## src/rtl/boot_led_pkg.sv

```systemverilog
package boot_led_pkg;

  typedef enum logic [1:0] {
    BM_JTAG = 2'd0,
    BM_QSPI = 2'd1,
    BM_EMMC = 2'd2,
    BM_SD   = 2'd3
  } boot_mode_e;

  typedef struct packed {
    logic       sw;
    boot_mode_e mode;
  } led_code_t;

  // number of lit slots in a frame for a given status code
  function automatic int unsigned lit_slots(led_code_t c, int unsigned frame);
    int unsigned n;
    unique case ({c.sw, c.mode})
      {1'b0, BM_JTAG}: n = 0;
      {1'b0, BM_QSPI}: n = 1;
      {1'b0, BM_EMMC}: n = 2;
      {1'b0, BM_SD}:   n = 3;
      {1'b1, BM_JTAG}: n = 4;
      {1'b1, BM_QSPI}: n = 5;
      default:         n = frame;
    endcase
    return n;
  endfunction

  function automatic logic is_steady_on(led_code_t c);
    return c.sw && (c.mode == BM_SD);
  endfunction

endpackage

```

## src/rtl/blink_prescaler.sv

```systemverilog
module blink_prescaler #(
  parameter int unsigned SLOT_CYCLES = 62_500_000
) (
  input  logic clk_i,
  input  logic rst_ni,
  input  logic restart_i,
  output logic tick_o,
  output logic first_half_o
);
  localparam int unsigned CW   = (SLOT_CYCLES > 2) ? $clog2(SLOT_CYCLES) : 1;
  localparam int unsigned HALF = SLOT_CYCLES / 2;

  logic [CW-1:0] cnt_q;

  assign tick_o       = (cnt_q == CW'(SLOT_CYCLES - 1));
  assign first_half_o = (cnt_q < CW'(HALF));

  always_ff @(posedge clk_i or negedge rst_ni) begin
    if (!rst_ni)        cnt_q <= '0;
    else if (restart_i) cnt_q <= '0;
    else if (tick_o)    cnt_q <= '0;
    else                cnt_q <= cnt_q + CW'(1);
  end

  AST_NEW_SLOT_LIT_HALF: assert property (@(posedge clk_i) disable iff (!rst_ni)
    (tick_o || restart_i) |=> first_half_o);

endmodule

```

## src/rtl/blink_slot_ctr.sv

```systemverilog
module blink_slot_ctr #(
  parameter int unsigned FRAME_SLOTS = 8
) (
  input  logic                           clk_i,
  input  logic                           rst_ni,
  input  logic                           restart_i,
  input  logic                           tick_i,
  output logic [$clog2(FRAME_SLOTS)-1:0] slot_o
);
  localparam int unsigned SW = $clog2(FRAME_SLOTS);

  logic [SW-1:0] slot_q;

  always_ff @(posedge clk_i or negedge rst_ni) begin
    if (!rst_ni)        slot_q <= '0;
    else if (restart_i) slot_q <= '0;
    else if (tick_i)    slot_q <= (slot_q == SW'(FRAME_SLOTS - 1)) ? '0 : slot_q + SW'(1);
  end

  assign slot_o = slot_q;

  AST_RESTART_SLOT0: assert property (@(posedge clk_i) disable iff (!rst_ni)
    restart_i |=> (slot_o == '0));

  AST_SLOT_HOLDS: assert property (@(posedge clk_i) disable iff (!rst_ni)
    (!tick_i && !restart_i) |=> $stable(slot_o));

endmodule

```

## src/rtl/blink_pattern.sv

```systemverilog
module blink_pattern
  import boot_led_pkg::*;
#(
  parameter int unsigned FRAME_SLOTS = 8
) (
  input  led_code_t                      code_i,
  input  logic [$clog2(FRAME_SLOTS)-1:0] slot_i,
  input  logic                           first_half_i,
  output logic                           led_o,
  output logic                           dark_slot_o
);
  localparam int unsigned LW = $clog2(FRAME_SLOTS + 1);

  logic [LW-1:0] lit_n;
  logic [LW-1:0] slot_ext;

  always_comb begin
    lit_n       = LW'(lit_slots(code_i, FRAME_SLOTS));
    slot_ext    = LW'(slot_i);
    dark_slot_o = (slot_ext >= lit_n);
    if (is_steady_on(code_i)) led_o = 1'b1;
    else                      led_o = !dark_slot_o && first_half_i;
  end

endmodule

```

## src/rtl/boot_led_top.sv

```systemverilog
module boot_led_top
  import boot_led_pkg::*;
#(
  parameter int unsigned SLOT_CYCLES = 62_500_000,
  parameter int unsigned FRAME_SLOTS = 8
) (
  input  logic       clk_i,
  input  logic       rst_ni,
  input  logic [1:0] boot_mode_i,
  input  logic       sw_sel_i,
  output logic       led_o
);
  localparam int unsigned SW = $clog2(FRAME_SLOTS);

  led_code_t     code_d, code_q;
  logic          chg;
  logic          tick;
  logic          first_half;
  logic [SW-1:0] slot;
  logic          led_d;
  logic          dark_slot;
  logic          led_q;

  assign code_d = '{sw: sw_sel_i, mode: boot_mode_e'(boot_mode_i)};
  assign chg    = (code_d != code_q);

  always_ff @(posedge clk_i or negedge rst_ni) begin
    if (!rst_ni) code_q <= '{sw: 1'b0, mode: BM_JTAG};
    else         code_q <= code_d;
  end

  blink_prescaler #(.SLOT_CYCLES(SLOT_CYCLES)) u_presc (
    .clk_i       (clk_i),
    .rst_ni      (rst_ni),
    .restart_i   (chg),
    .tick_o      (tick),
    .first_half_o(first_half)
  );

  blink_slot_ctr #(.FRAME_SLOTS(FRAME_SLOTS)) u_slot (
    .clk_i    (clk_i),
    .rst_ni   (rst_ni),
    .restart_i(chg),
    .tick_i   (tick),
    .slot_o   (slot)
  );

  blink_pattern #(.FRAME_SLOTS(FRAME_SLOTS)) u_pat (
    .code_i      (code_q),
    .slot_i      (slot),
    .first_half_i(first_half),
    .led_o       (led_d),
    .dark_slot_o (dark_slot)
  );

  // registered output, glitch free
  always_ff @(posedge clk_i or negedge rst_ni) begin
    if (!rst_ni) led_q <= 1'b0;
    else         led_q <= led_d;
  end

  assign led_o = led_q;

  AST_STEADY_OFF: assert property (@(posedge clk_i) disable iff (!rst_ni)
    (code_q == 3'b000) |=> !led_o);

  AST_STEADY_ON: assert property (@(posedge clk_i) disable iff (!rst_ni)
    (code_q == 3'b111) |=> led_o);

  AST_DARK_SLOT: assert property (@(posedge clk_i) disable iff (!rst_ni)
    (dark_slot && code_q != 3'b111) |=> !led_o);

  AST_SECOND_HALF_DARK: assert property (@(posedge clk_i) disable iff (!rst_ni)
    (!first_half && code_q != 3'b111) |=> !led_o);

  AST_LIT_FIRST_HALF: assert property (@(posedge clk_i) disable iff (!rst_ni)
    (first_half && !dark_slot) |=> led_o);

endmodule

```

## config.mk

```make
export PLATFORM = sky130hd
export DESIGN_NAME = boot_led_top
export DESIGN_NICKNAME = d
export VERILOG_FILES = /design/src/rtl/boot_led_pkg.sv /design/src/rtl/blink_prescaler.sv /design/src/rtl/blink_slot_ctr.sv /design/src/rtl/blink_pattern.sv /design/src/rtl/boot_led_top.sv
export SDC_FILE = /design/constraint.sdc
export NUM_CORES = 1
export LEC_CHECK = 0
export BUFFER_PORTS_ARGS = -buffer_cell sky130_fd_sc_hd__buf_4
export CELL_PAD_IN_SITES_DETAIL_PLACEMENT = 1
export CELL_PAD_IN_SITES_GLOBAL_PLACEMENT = 2
export CORE_ASPECT_RATIO = 0.8
export CORE_MARGIN = 5
export CORE_UTILIZATION = 35
export CTS_BUF_LIST = sky130_fd_sc_hd__clkbuf_16
export DETAILED_ROUTE_END_ITERATION = 8
export HOLD_SLACK_MARGIN = 0.08
export PLACE_DENSITY_LB_ADDON = 0.1
export SLEW_MARGIN = 5
export SYNTH_ARGS = -nofsm -noshare
export SYNTH_HDL_FRONTEND = slang
export SYNTH_SLANG_ARGS = --single-unit
export TNS_END_PERCENT = 50
```

## constraint.sdc

```tcl
create_clock -name clk_i -period 1.78 [get_ports clk_i]
set_input_delay 0.267 -clock clk_i [delete_from_list [all_inputs] [get_ports clk_i]]
set_output_delay 0.267 -clock clk_i [all_outputs]
set_load 0.1 [all_outputs]
```

==> impl_metrics.toml, run 1 <==
[worst_setup_path]
crit_path_max_fanout = 12
crit_type = "reg2reg"
r2r_setup_slack_ns = 0.02
rr_worst_depth = 7
reg2reg_from = "u_presc.cnt_q[0]"
critPathArrivalTime_ns = 1.92
critPathLaunchType = "register"
worstPathRequired_ns = 1.93
setup.worst_path.end_class = "register"
r2r-end = "u_presc.cnt_q[23]"

[placement]
portBuffers = 5
place_area_um2 = 2020
place.gp.congestion = 0.785
detailed_place_hpwl_um = 3330

[timing]
layout_min_cycle_time_ns = 1.76
hold_viol = 0
fmax_ghz = 0.567
setup_viol = 0
slew_viol_final = 0
period_share_pct = 99.1
skew_ns = 0.00676
fin_tns_setup_ns = 0
fin_hold_ws_ns = 0.118
max_slew.worst_pin.slew_ns = 0.435
rsz0062_at_grt = "yes"
relSlewSlack_pct = 71.0

[synth]
synth_top_cell_by_area = "dfrtp_1"
avgSynthCellArea_um2 = 9.62
synth_nets = 199
synth_top_area_share_pct = 45.7
ys_ff_latch = 33
synth_area_leaders = "dfrtp_1 46%, xnor2_1 8.2%, nor2_1 6.6%, ha_1 4.2%, xor2_1 3.9%"
syn_area_um2 = 1810
netlist_instances = 188
yosysUniqueCellTypes = 35
yosysWarningCount = 0
seq_area_frac_synth_pct = 45.7

[grt]
antenna_found_initial = 0
grt_max_degree = 34
grt_pass1_wl_um = 8020
overflow = 0
grt_usage_pct = 15.2
grt_pass1_vias = 1596

[layout]
antennaDiodeCount = 0
area_growth_pct = 26.1
nNetsFinal = 229
drive_above_1_share_pct = 22.9
stdcell_area_um2 = 2280

[floorplanning]
die_x_um = 90.4
rows = 23
pin_count = 6
core_um2 = 5010
start_util_pct = 36.1
die_h_um = 74.3
dieArea_um2 = 6710

[pwr]
vdd_drop_max_mv = 0.392
powerDensity_nw_per_um2 = 738
p_leak_uw = 0.000951

[route]
initialDrtViolationCount = 91
vias = 1469
wl_per_cell_um = 17.0
drt_wl_total_um = 4770
ant_nets = 0
via_per_inst = 5.25
drt_first_pass_iters = 4
route.detailed.drc = 0

[cts]
cts_tree = "built"
cts_sinks = 33
htreeDepth = 2
clk_latency_ns = 0.27
clkTransAtPathRegs_ns = 0.05
cts_max_path_buffers = 2
cts_buffers = 5
cts_root_buf = "clkbuf_16"

[hold_path]
holdPathEnd = "code_q[0]"
hp-start = "boot_mode_i[0]"
hold_depth = 1
hp-class = "in2reg"

[outcome]
status = "finished clean"

[run]
drv_cap = 0
## cells by family after synthesis
logic type               after synthesis  share of synthesized area, %
XOR/XNOR                              25                          12.1
AO/OA/AOI/OAI                         15                          5.26
flip-flops                            33                          45.7
multiplexers                           2                          1.11
buffers and inverters                 14                          4.22
AND/OR/NAND/NOR                       93                          27.5
adder cells (fa/ha/maj)                6                          4.15
## state kept, by name (all words and copies together) (netlist names)
register       count
u_presc.cnt_q     26
led_o              1
u_slot.slot_o      3
code_q             3
## worst max path at each step
| stage | start | endpoint | depth (start not counted) |
|---|---|---|---|
| 2_1_floorplan | u_presc.cnt_q[22] | u_presc.cnt_q[24] | 7 |
| 3_3_place_gp | u_presc.cnt_q[18] | u_presc.cnt_q[13] | 6 |
| 3_5_place_dp | u_presc.cnt_q[18] | u_presc.cnt_q[22] | 6 |
| 4_1_cts | u_presc.cnt_q[9] | u_presc.cnt_q[13] | 6 |
| 5_1_grt | u_presc.cnt_q[8] | u_presc.cnt_q[16] | 6 |
| 6_report | u_presc.cnt_q[0] | u_presc.cnt_q[23] | 7 |
## metal layers
metal	routed length [µm]	part of all wire, %	global-route usage, %	up-vias
met2	2360	49	26.0	30
met3	178	3.7	3.84	4
met1	2180	46	19.6	725
li1	-	-	-	710
met4	51	1.1	3.80	0
met5	0	0	0	-
## timing repair
item	4_1_cts	5_1_grt
setup buffers	0	6
setup endpoints to repair	29	29
resized for setup	2	11
cloned	0	1
pin swaps	1	4
hold buffers	1	0
hold endpoints to repair	33	0
## Yosys cell counts
cell type  number
dfrtp_1        33
nor2_1         32
xnor2_1        17
nand2_1        11
nand3_1        10
nand4_1         9
and3_1          8
xor2_1          8
a21oi_1         7
inv_1           7
nor3_1          7
ha_1            6
nand2b_1        4
buf_2           3
a31o_2          2
and2_1          2
buf_6           2
mux2i_1         2
o21ai_0         2
a2111oi_0       1
a21o_1          1
a41oi_1         1
and4_1          1
buf_4           1
clkbuf_2        1
nand4b_1        1
nand4bb_1       1
nor3_2          1
nor4_1          1
nor4_4          1
nor4b_1         1
nor4b_2         1
nor4bb_1        1
o211ai_1        1
or2_1           1
## placed cells by master (no fill, tap or decap), types with 2 or more instances in the layout
cell type,count
nor2_1,31
dfrtp_1,31
buf_4,27
xnor2_1,17
nand3_1,10
nand2_1,10
nand4_1,9
inv_1,8
and3_1,8
xor2_1,8
a21oi_1,7
nor3_1,6
clkbuf_16,6
ha_1,5
nand2b_1,4
a31o_2,2
and2_1,2
o21ai_0,2
mux2i_1,2
dfrtp_2,2
## report_power, final
group	switching (µW)	leakage, µW	total (µW)	internal [µW]
sequential	5.14	0.000447	764	759
clock	300	0.0000685	800	500
combinational	70.1	0.000435	118	48.0
total	375	0.000951	1680	1310
## cell type report
class,count,area (µm²)
Clock buffer,5,125
Clock inverter,2,7.51
Fill cell,579,2730
Inverter,7,26.3
Multi-Input combinational cell,141,957
Sequential cell,33,828
Tap cell,62,77.6
Timing Repair Buffer,30,258
## through the flow
| step | setup slack, ns | util [%] | total power (µW) | instances |
|---|---|---|---|---|
| 2_1_floorplan | 0.0174 | - | 835 | 188 |
| 3_3_place_gp | -0.0359 | 40.3 | 873 | 265 |
| 3_5_place_dp | -0.0650 | 40.3 | 876 | 265 |
| 4_1_cts | -0.0173 | 43.3 | 1690 | 273 |
| 5_1_grt | -0.0829 | 45.5 | 1750 | 280 |
| 6_report | 0.0160 | 45.5 | 1680 | 280 |
## critical path, stage by stage, from the launching register on
cell and delay, ns:
dfrtp_1 0.36, ha_2 0.19, and4_4 0.25, nand2_2 0.07
nor4_4 0.34, or2_4 0.23, clkbuf_16 0.17, a21oi_1 0.05
No activity file was read; power rests on OpenSTA's default activity.
==> run 2, diff against run 1 <==
PLACE_DENSITY = 0.77   (was unset)
PLACE_DENSITY_LB_ADDON = unset   (was 0.1)
==> run 2 against run 1 <==
Largest power group unchanged; wire length up 9.9%; clock skew down 0.0032 ns; count of clock-buffer cells in the layout unchanged.
==> impl_metrics.toml, run 2 (synthesized netlist as in run 1, its figures left out) <==
[outcome]
status = "finished clean"

[placement]
portBuffers = 5
place.gp.congestion = 0.850
place_area_um2 = 2080
dpl.cell_count = 273
place_worst_setup_slack_ns = 0.0242
detailed_place_hpwl_um = 3620

[layout]
drive_above_1_share_pct = 27.9
area_growth_pct = 32.5
utilization_pct = 47.8
max_flop_register = "u_presc.cnt_q"
antennaDiodeCount = 0
fin_cells = 291
final_common_cell = "buf_4"
stdcell_area_um2 = 2390
largest_reg_flops = 26
final_cell_mix = "35 x buf_4, 33 x dfrtp_1, 25 x nor2_1"
nNetsFinal = 239

[floorplanning]
die_x_um = 90.4
rows = 23
die_h_um = 74.3
pin_count = 6
start_util_pct = 36.1
core_um2 = 5010
dieArea_um2 = 6710

[grt]
global_route.usage.met2_pct = 26.5
top_usage_layer = "met2"
antenna_found_initial = 0
overflow = 0
grt_max_degree = 34
grtUsageMet1_pct = 20.6
grt_pass1_vias = 1639
grtUsageMet3_pct = 3.44
grt_usage_pct = 15.8
grt_pass1_wl_um = 8220

[route]
via_per_inst = 5.26
drt_first_pass_iters = 4
ant_nets = 0
wl_per_cell_um = 18.0
route.detailed.drc = 0
drt_wl_total_um = 5240
initialDrtViolationCount = 46
vias = 1532

[cts]
cts_buffers = 5
clkTransAtPathRegs_ns = 0.05
cts_max_path_buffers = 2
cts_sinks = 33
clk_latency_ns = 0.28
cts_tree = "built"
htreeDepth = 2
cts_root_buf = "clkbuf_16"

[timing]
hold_viol = 0
relSlewSlack_pct = 69.9
skew_ns = 0.00357
rsz0062_at_grt = "yes"
setup_slack_ns = 0.0627
setup_viol = 0
fin_tns_setup_ns = 0
slew_viol_final = 0
layout_min_cycle_time_ns = 1.72
max_slew.worst_pin.slew_ns = 0.451
period_share_pct = 96.5
fmax_ghz = 0.582

[worst_setup_path]
worstPathRequired_ns = 1.95
setup.worst_path.end_class = "register"
crit_type = "reg2reg"
critPathLaunchType = "register"
critPathArrivalTime_ns = 1.88
crit_path_max_fanout = 6

[hold_path]
hp-class = "in2reg"

[run]
drv_cap = 0

[pwr]
powerDensity_nw_per_um2 = 717
vdd_drop_max_mv = 0.522
p_leak_uw = 0.00101
[run 2: cell types whose count changed in the layout (fill, tap and decap cells not counted), moves of 2 or more]
cell     delta
nor2_4      +2
a21oi_2     +2
dfrtp_2     -2
inv_1       +2
nor2_2      +4
dfrtp_1     +2
nor2_1      -6
buf_4       +8
a21oi_1     -2
[run 2: final timing paths]
path / end / slack [ns] / startpoint / depth (start not counted)
max reg2reg: u_presc.cnt_q[9] / 0.06 / u_presc.cnt_q[9] / 6
min: code_q[2] / 0.11 / sw_sel_i / 1
max: u_presc.cnt_q[9] / 0.06 / u_presc.cnt_q[9] / 6
min reg2reg: u_presc.cnt_q[0] / 0.55 / u_presc.cnt_q[0] / 2
max in group asynchronous: u_presc.cnt_q[8] / 0.98 / rst_ni / 2
min in group asynchronous: led_o / 0.49 / rst_ni / 2
[run 2: power by group]
group | internal [µW] | switching [µW] | leakage, µW
logic | 62.5 | 81.1 | 0.000481
registers | 759 | 5.86 | 0.000451
clock network | 502 | 307 | 0.0000776
total | 1320 | 394 | 0.00101
[run 2: worst max-delay path, stage by stage, from the launching register on]
cell and delay [ns]:
dfrtp_1 0.40, nor4b_2 0.32, nand4bb_1 0.19, nor4_4 0.25, or2_4 0.23, clkbuf_16 0.17
nor2_1 0.04
[run 2: metal layers]
layer	part of all wire, %	routed length (µm)
met5	0	0
met4	1.0	54
met3	2.6	135
met2	49	2580
met1	47	2470
[run 2: timing repair]
item,in CTS,in global routing
hold endpoints to repair,33,0
hold buffers,1,0
resized for setup,0,18
pin swaps,0,11
setup buffers,0,6
endpoints found under the setup margin,1,29
gates cloned,0,3
[run 2: layout make-up]
| type | instances | area [µm²] |
|---|---|---|
| clock buffer | 5 | 125 |
| multi-input combinational | 141 | 975 |
| timing repair buffer | 40 | 354 |
| sequential | 33 | 826 |
| clock inverter | 3 | 11.3 |
| fill | 585 | 2610 |
| tap | 62 | 77.6 |
| inverter | 7 | 26.3 |
[run 2: through the flow]
step           power (µW)  hold WS, ns
2_1_floorplan         835      -0.0286
3_3_place_gp          875        0.230
3_5_place_dp          881        0.250
4_1_cts              1700        0.109
5_1_grt              1770        0.111
6_report             1720        0.114
